[src/rtl/smb_alert_responder.sv]
module smb_alert_responder #(
  parameter int          DLY_W          = 8,
  parameter int          TIMEOUT_TICKS  = 100,
  parameter logic [6:0]  ARA_ADDR       = 7'h0C
) (
  input  logic             clk,
  input  logic             rst_n,
  input  logic             start,
  input  logic [7:0]       resp_byte,
  input  logic [DLY_W-1:0] delay_n,
  input  logic             tick,
  input  logic [6:0]       own_addr,
  input  logic             addr_hit,
  input  logic             addr_rw,
  input  logic             byte_sent,
  output logic             alert_n,
  output logic [6:0]       active_addr,
  output logic             addr_ack,
  output logic [7:0]       rd_data,
  output logic             busy,
  output logic             done,
  output logic             err
);
  localparam int TO_W = $clog2(TIMEOUT_TICKS + 1);

  typedef enum logic [1:0] {S_IDLE, S_WAIT, S_ALERT, S_SEND} state_t;

  state_t           state;
  logic [DLY_W-1:0] dcnt;
  logic [TO_W-1:0]  tcnt;
  logic [7:0]       resp_q;

  wire in_test = (state == S_ALERT) || (state == S_SEND);

  assign alert_n     = ~in_test;
  assign active_addr = in_test ? ARA_ADDR : own_addr;
  assign busy        = (state != S_IDLE);
  assign rd_data     = (state == S_SEND) ? resp_q : 8'h00;

  always_comb begin
    case (state)
      S_ALERT: addr_ack = addr_rw;
      S_SEND:  addr_ack = 1'b0;
      default: addr_ack = 1'b1;
    endcase
  end

  always_ff @(posedge clk or negedge rst_n) begin
    if (!rst_n) begin
      state  <= S_IDLE;
      dcnt   <= '0;
      tcnt   <= '0;
      resp_q <= '0;
      done   <= 1'b0;
      err    <= 1'b0;
    end else begin
      done <= 1'b0;
      err  <= 1'b0;
      case (state)
        S_IDLE: if (start) begin
          resp_q <= resp_byte;
          dcnt   <= delay_n;
          tcnt   <= '0;
          state  <= (delay_n == '0) ? S_ALERT : S_WAIT;
        end
        S_WAIT: if (tick) begin
          if (dcnt == DLY_W'(1)) state <= S_ALERT;
          dcnt <= dcnt - DLY_W'(1);
        end
        S_ALERT: begin
          if (addr_hit && addr_rw) begin
            state <= S_SEND;
          end else if (tick) begin
            if (tcnt == TO_W'(TIMEOUT_TICKS - 1)) begin
              state <= S_IDLE;
              err   <= 1'b1;
            end
            tcnt <= tcnt + TO_W'(1);
          end
        end
        S_SEND: if (byte_sent) begin
          state <= S_IDLE;
          done  <= 1'b1;
        end
        default: state <= S_IDLE;
      endcase
    end
  end
endmodule

[config.mk]
export PLATFORM = sky130hd
export DESIGN_NAME = smb_alert_responder
export DESIGN_NICKNAME = d
export VERILOG_FILES = /design/src/rtl/smb_alert_responder.sv
export SDC_FILE = /design/constraint.sdc
export NUM_CORES = 1
export LEC_CHECK = 0
export BUFFER_PORTS_ARGS = -buffer_cell sky130_fd_sc_hd__buf_2
export CAP_MARGIN = 5
export CORE_MARGIN = 10
export CORE_UTILIZATION = 50
export CTS_CLUSTER_DIAMETER = 100
export DETAILED_ROUTE_END_ITERATION = 10
export PLACE_DENSITY = 0.81
export RECOVER_POWER = 25
export SETUP_SLACK_MARGIN = 0.02
export SLEW_MARGIN = 10
export SYNTH_ARGS = -nofsm -noshare
export SYNTH_HDL_FRONTEND = slang
export SYNTH_SLANG_ARGS = --single-unit
[constraint.sdc]
create_clock -name clk -period 3.6 [get_ports clk]
set_input_delay 0.36 -clock clk [delete_from_list [all_inputs] [get_ports clk]]
set_output_delay 0.36 -clock clk [all_outputs]
set_load 0.01 [all_outputs]
Word level (Yosys, flattened, before mapping)
Cells that the tools add are included.
W data, S select, Z words.
{ "op_classes": {"add_sub_neg": 2, "eq_ne": 13, "muxes": 25, "bitwise": 1, "reduce_logical": 11} }
{ "ops": {"columns": ["operator", "count"], "rows": [
  ["$mux W7", 4],
  ["$mux W8", 3],
  ["$mux W2", 8],
  ["$pmux W8 S2", 1],
  ["$pmux W7 S2", 1],
  ["$ne A2 B2 Y1 const B", 6],
  ["$eq A8 B1 Y1 const B", 1],
  ["$logic_not A8 Y1", 1],
  ["$pmux W2 S4", 1],
  ["$sub A8 B1 Y8 const B", 1],
  ["$add A7 B1 Y7 const B", 1],
  ["$eq A7 B7 Y1 const B", 1],
  ["$mux W1", 6],
  ["$reduce_and A6 Y1", 1],
  ["$reduce_bool A2 Y1", 3],
  ["$eq A2 B2 Y1 const B", 2],
  ["$reduce_and A4 Y1", 1],
  ["$ne A3 B1 Y1 const B", 1],
  ["$ne A3 B2 Y1 const B", 1],
  ["$reduce_and A3 Y1", 1],
  ["$eq A2 B1 Y1 const B", 1],
  ["$logic_not A2 Y1", 1],
  ["$pmux W1 S2", 1],
  ["$reduce_and A2 Y1", 1],
  ["3 further kinds", 3]
]} }
{ "totals": {"ff_bits": 27, "out_inout_bits": 20, "wordCells": 58} }

Logic depth before layout (Yosys ltp)
Gate-level depths: netlist of the first run.
{ "logic_depth": {"ltp_word": 5, "depth_mapped": 7} }

Worst setup path before layout of the first run
Ideal clock, no wire load.
{ "synth_path": {"path_kind": "register -> register", "start": "register tcnt[0]", "end": "register state[1]", "arrival_ps": 1759, "t_required_ps": 3475, "setup_slack_ps": 1716, "stages_incl_launch_ff": 6, "path_buffers": 0, "synth_period_minus_slack_ps": 1884, "cell_sequence": "dfrtp_1 > ha_1 > nand4b_4 > or4b_4 > a31oi_4 > mux2_4"} }
{ "synth_between": {"elab_chain_len": 3} }
{ "synth_lines": {"columns": ["item", "line", "source"], "rows": [
  ["from (decl)", "30", "logic [TO_W-1:0] tcnt;"],
  ["from (signal assigned)", "78", "tcnt <= tcnt + TO_W'(1);"],
  ["$eq A7 B7 Y1", "74", "if (tcnt == TO_W'(TIMEOUT_TICKS - 1)) begin"],
  ["$ne A3 B1 Y1 (no line)", null, null],
  ["$reduce_and A6 Y1 (no line)", null, null],
  ["to (signal assigned)", "64", "state <= (delay_n == '0) ? S_ALERT : S_WAIT;"],
  ["to (decl)", "28", "state_t state;"]
]} }
Every way passes these cells.
A chain may end at the register's enable or synchronous reset.

Final worst setup path of the first run
{ "layout_path": {"start": "register state[0]", "end": "register dcnt[4]"} }
{ "layout_between": {"elab_chain_len": 3, "word_cells_on_any_way": 7, "cone_classes": "3 x eq/ne; 1 x mux; 3 x reduce/logical"} }
{ "layout_lines": {"columns": ["item", "line", "source"], "rows": [
  ["$eq A2 B1 Y1 / $logic_not A2 Y1 (equally long branches)", "59", "case (state)"],
  ["$ne A2 B2 Y1 (no line) / $reduce_bool A2 Y1 (equally long branches)", null, null],
  ["$reduce_and A3 Y1 (no line)", null, null],
  ["to (signal assigned)", "62", "dcnt <= delay_n;"],
  ["to (signal assigned)", "68", "dcnt <= dcnt - DLY_W'(1);"],
  ["to (decl)", "29", "logic [DLY_W-1:0] dcnt;"]
]} }
Parallel ways exist; a longest one is shown, timed or not.

==> results_dict.tcl, run 1 <==
set metrics [dict create \
    crit_end "dcnt[4]" \
    hpwlAfterDp_um 2930 \
    rrSetupSlack_ps 1440 \
    crit_path_start "state[0]" \
    grt_pass1_wl_um 6390 \
    path_delay_family "flip-flops" \
    worstPathRequired_ps 3870 \
    ys_types 40 \
    crit_chain "nand2b_1 > nor4_1 > a21oi_1 > o2bb2ai_1" \
    fin_tns_setup_ps 0 \
    synthTopCellsByArea "dfrtp_1, nand2_1, a21oi_1" \
    die_h_um 76.6 \
    total_power_mw 1.09 \
    io_pins 50 \
    period_minus_slack_ps 2160 \
    skew_ps 14.9 \
    crit_buf_inv 0 \
    grt-ovfl-total 0 \
    worstSetupStartpointType "flip-flop" \
    status "finished, final reports clean" \
    grt_max_degree 33 \
    insertion_delay_ps 340 \
    synth_top_area_share_pct 42.3 \
    synth_flop_cell "dfrtp_1" \
    yosysWarnings 0 \
    antenna_found_initial 0 \
    rsz0062_at_grt "false" \
    worst_path_largest_cell_delay_ps 940 \
    endpoint_kind "flip-flop" \
    setup_viol 0 \
    synth_top_cell_by_area "dfrtp_1" \
    drive_gt1_share_pct 26.9 \
    cp_slowest_cell "dfrtp_1" \
    antenna_cells 0 \
    synth_top_family_by_area "simple AND/OR/NAND/NOR gates" \
    r2r-start "state[0]" \
    cts_sinks 27 \
    ys_ff_latch 27 \
    async_reset_ff_share_pct 100 \
    relSlewSlack_pct 4.65 \
    hold_viol_final 0 \
    synthesis.area_mm2 0.00160 \
    ant_nets 0 \
    clock.fmax_mhz 462 \
    wl_um 3900 \
    htreeDepth 1 \
    nNetsFinal 261 \
    synth_compound_area_share_pct 18.6 \
    wl_per_cell_um 14.4 \
    syn_nets 218 \
    dieWidth_um 76.6 \
    power_density_mw_per_mm2 576 \
    max_cap_viol_count 0 \
    synth_edf_count 0 \
    hold_path.class "input pin to flip-flop" \
    cts_setup_buffers 0 \
    holdPathStages 3 \
    p_leak_nw 0.953 \
    cts_resized 0 \
    crit_fanout 32 \
    drv_slew 0 \
    port_buffers 49 \
    clk_pin_slew_worst_paths_ps 150 \
    reg2regPathDepth 4 \
    fin_crit_sh_pct 60.1 \
    postSynthCellCount 185 \
    vias 1463 \
    cts_tree "built" \
    synth_xor_area_share_pct 0 \
    gp_congestion 0.784 \
    drt_iter0_drc 75 \
    avgSynthCellArea_um2 8.64 \
    initial_utilization_pct 52.4 \
    yosys.area_share.simple_pct 29.6 \
    drc 0 \
    cts-root-buf "clkbuf_4" \
    ys_seq_area_share_pct 42.3 \
    drt_pre_antenna_iters 4 \
    dieArea_mm2 0.00586 \
    cts_buffer_depth 2 \
    crit_cells 4 \
    vias_per_cell 5.40 \
    timing.rr.end "dcnt[4]" \
    peakVddDrop_uv 258 \
    grt_usage_pct 13.0 \
    postLayoutCellArea_mm2 0.00189 \
    muxShareOfSynthArea_pct 2.58 \
    area_delta_synth_final_pct 17.9 \
    cts-buffers-inserted 3 \
    critPathArrivalTime_ps 2440 \
    grt_pass1_vias 1388 \
    tightest_slew_ps 1430 \
    synth-adder-area-share_pct 2.35 \
    hp-start "resp_byte[7]" \
    coreArea_mm2 0.00305 \
    dpl_cell_area_mm2 0.00186 \
    critPathKind "flip-flop to flip-flop" \
    whs_ps 197 \
    hold_buffers 0 \
    num_rows 20 \
]
placed cells by master (no fill, tap or decap), types with 2 or more instances in the layout:
master	instances
nor2_1	9
inv_1	6
and2_1	2
or4_1	4
buf_2	48
o21ai_1	12
dfrtp_1	27
nor3_1	3
mux2_4	2
nand2_1	32
nor4_1	5
or2_1	2
a22oi_1	3
nand3_1	4
o2bb2ai_1	3
clkbuf_4	3
a21oi_1	12
ha_1	3
o31ai_1	6
nor2b_1	8
nand2b_1	2
and3_1	9
o21ai_0	3
state kept, by name (all words and copies together), names as in the netlist:
| register | count |
|---|---|
| err | 1 |
| state | 2 |
| dcnt | 8 |
| tcnt | 7 |
| done | 1 |
| resp_q | 8 |
cell type report:
class	count	area (um2)
Clock buffer	3	22.5
Clock inverter	1	5.00
Fill cell	289	1170
Inverter	7	26.3
Multi-Input combinational cell	139	850
Sequential cell	27	676
Tap cell	44	55.1
Timing Repair Buffer	50	251
cells by family after synthesis:
group           count (synthesis)
mux                             3
flops                          27
compound gates                 46
fa+ha+maj                       3
buf+inv                        19
simple gates                   87
cell usage after synthesis (all sizes together) (3+ instances only):
library cell and n:
nor2 9, and3 9, nor2b 8, or4 4, inv 7, mux2 3, o2bb2ai 3, dfrtp 27
nand2 32, o31ai 6, buf 3, nor3 3, nand3 4, o21ai 15, a21oi 12, clkbuf 9
a22oi 3, ha 3, nor4 5
where the power goes:
group          switching, mW  internal, mW
Sequential             0.112         0.400
Clock                 0.0901        0.0418
Combinational          0.246         0.196
Total                  0.448         0.638
tightest hold or removal path, cell delays in order:
cell     delay, ps
buf_2           70
nand2_1         40
nand2_1         40
per-stage QoR:
| stage | util (%) | worst slack, ps | std cells |
|---|---|---|---|
| 2_1_floorplan | - | 1720 | 185 |
| 3_3_place_gp | 60.9 | 1550 | 267 |
| 3_5_place_dp | 60.9 | 1470 | 267 |
| 4_1_cts | 61.8 | 1450 | 271 |
| 5_1_grt | 61.8 | 1220 | 271 |
| 6_report | 61.8 | 1440 | 271 |
worst min path at each step:
| stage | slack [ps] | endpoint |
|---|---|---|
| 5_1_grt | 190 | resp_q[5] |
| 2_1_floorplan | 60 | dcnt[0] |
| 3_3_place_gp | 400 | tcnt[5] |
| 4_1_cts | 20 | resp_q[7] |
| 3_5_place_dp | 400 | resp_q[7] |
| 6_report | 200 | resp_q[7] |
metal layers:
layer	part of all wire [%]	wire [um]	vias to the layer above	global-route usage (%)
met2	46	1790	35	20.1
met5	0	0	-	0
li1	-	-	751	-
met3	7.6	295	2	5.42
met1	45	1770	675	15.8
met4	1.1	41	0	4.46
(Power assumes the default switching activity.)
==> run 2, diff against run 1 <==
Settings changed: ABC_AREA set to 1.
Clock period 3.6 ns to 2 ns, I/O delays scaled along.
==> results_dict.tcl, run 2 <==
set metrics [dict create \
    period_minus_slack_ps 1760 \
    syn_nets 279 \
    power_density_mw_per_mm2 1190 \
    gp_congestion 0.866 \
    whs_endpoint "resp_q[5]" \
    max_cap_viol_count 0 \
    area_delta_synth_final_pct 18.3 \
    ys_seq_area_share_pct 40.1 \
    drc 0 \
    clk_pin_slew_worst_paths_ps 160 \
    grt_usage_pct 13.2 \
    hpwlAfterDp_um 3150 \
    fin_tns_setup_ps 0 \
    worstPathRequired_ps 1800 \
    cts_sinks 27 \
    num-fill-cells 326 \
    reg2regPathDepth 7 \
    drt_pre_antenna_iters 4 \
    nNetsFinal 330 \
    hold_buffers 1 \
    drive_gt1_share_pct 24.3 \
    hp-start "resp_byte[5]" \
    num_rows 21 \
    cts_buffer_depth 2 \
    synth_top_area_share_pct 40.1 \
    final_cell_mix "nand2_1, buf_2, nor2_1" \
    htreeDepth 1 \
    dieArea_mm2 0.00610 \
    cts-buffers-inserted 3 \
    grt_pass1_wl_um 6870 \
    async_reset_ff_share_pct 100 \
    synth_edf_count 0 \
    critPathKind "flip-flop to output port" \
    grt_max_degree 28 \
    cts-root-buf "clkbuf_4" \
    drt_iter0_drc 128 \
    worstSetupStartpointType "flip-flop" \
    hold_path.class "input pin to flip-flop" \
    pre_cts_ws_ps 401 \
    wl_per_cell_um 11.5 \
    status "finished, final reports clean" \
    io_pins 50 \
    cts_resized 0 \
    ant_nets 0 \
    netlist_top_cells_count "nand2_1, nor2_1, inv_1" \
    initial_utilization_pct 50.9 \
    yosysMostFrequentCell "nand2_1" \
    rsz0062_at_grt "false" \
    endpoint_kind "output port" \
    grt_pass1_vias 1585 \
    yosysWarnings 0 \
    r2r-start "state[1]" \
    postSynthCellCount 246 \
    vias 1646 \
    fin_crit_sh_pct 88.2 \
    antenna_cells 0 \
    synth_flop_cell "dfrtp_1" \
    avgSynthCellArea_um2 6.86 \
    ys_ff_latch 27 \
    relSlewSlack_pct 5.70 \
    critPathArrivalTime_ps 1560 \
    top_regs "dcnt: 8 flops, resp_q: 8 flops, tcnt: 7 flops" \
    drv_slew 0 \
    cts_tree "built" \
    synthTopCellsByArea "dfrtp_1, nand2_1, nor2_1" \
    insertion_delay_ps 330 \
    peakVddDrop_uv 671 \
    grt-ovfl-total 0 \
    wl_um 3940 \
    dieWidth_um 78.1 \
    tightest_slew_ps 1410 \
    rrSetupSlack_ps 380 \
    coreArea_mm2 0.00331 \
    port_buffers 49 \
    die_h_um 78.1 \
    ys_types 25 \
    synth_top_cell_by_area "dfrtp_1" \
    p_leak_nw 1.10 \
    crit_fanout 14 \
    multi_input_area_um2 821 \
    skew_ps 14.8 \
    cts_setup_buffers 0 \
    antenna_found_initial 0 \
    seqCellArea_um2 676 \
    timing.rr.end "dcnt[2]" \
    hold_viol_final 0 \
    vias_per_cell 4.81 \
    setup_viol 0 \
    holdPathStages 3 \
    clock.fmax_mhz 567 \
    synthesis.area_mm2 0.00169 \
    layout_commonest_cell "nand2_1" \
    fin_ws_ps 236 \
]
[run 2: cell type report]
cell class,instances,area share (%)
multi-input combinational,174,41.1
inverter,40,7.52
timing repair buffer,51,13.1
clock inverter,1,0.376
tap,46,2.88
clock buffer,3,1.13
sequential,27,33.9
[run 2: metrics by stage]
stage / hold slack, ps / instance area, um2 / std cells / total power [mW] / util [%]
global route: 51.9 / 2000 / 342 / 2.63 / 60.3
floorplan: -95.6 / 1690 / 246 / 1.85 / -
global placement: 239 / 1960 / 337 / 2.11 / 59.1
finish: 67.7 / 2000 / 342 / 2.37 / 60.3
CTS: 64.1 / 2000 / 342 / 2.39 / 60.3
detailed placement: 243 / 1960 / 337 / 2.14 / 59.1
[run 2: cell families after synthesis]
group	share of synthesized area, %
XOR/XNOR	0.519
buffers and inverters	11.3
flip-flops	40.1
AND/OR/NAND/NOR	33.4
adder cells (fa/ha/maj)	2.23
AO/OA/AOI/OAI	12.5
[run 2: worst max-delay path: stages (launching register included)]
cell	delay, ps
dfrtp_1	630
nand2_1	310
nor2_1	160
buf_2	150
[run 2: where the power goes]
group          switching, mW  internal (mW)
clock                  0.165         0.0764
sequential             0.172          0.738
combinational          0.770          0.448
[run 2: per-layer routing]
metal	routed length (um)	global-route usage (%)	vias to the layer above
li1	-	-	868
met1	1670	14.2	750
met2	2090	25.1	26
met3	155	3.76	2
met4	21	2.15	0
met5	0	0	-
[run 2: worst max-delay path by stage]
stage | from | end | slack (ps) | cells after the start
detailed placement | state[1] | dcnt[2] | 400 | 7
finish | state[1] | rd_data[6] | 240 | 3
floorplan | state[0] | dcnt[7] | 710 | 8
global route | state[1] | rd_data[1] | 50 | 3
CTS | state[1] | rd_data[6] | 220 | 3
global placement | state[1] | dcnt[2] | 450 | 7
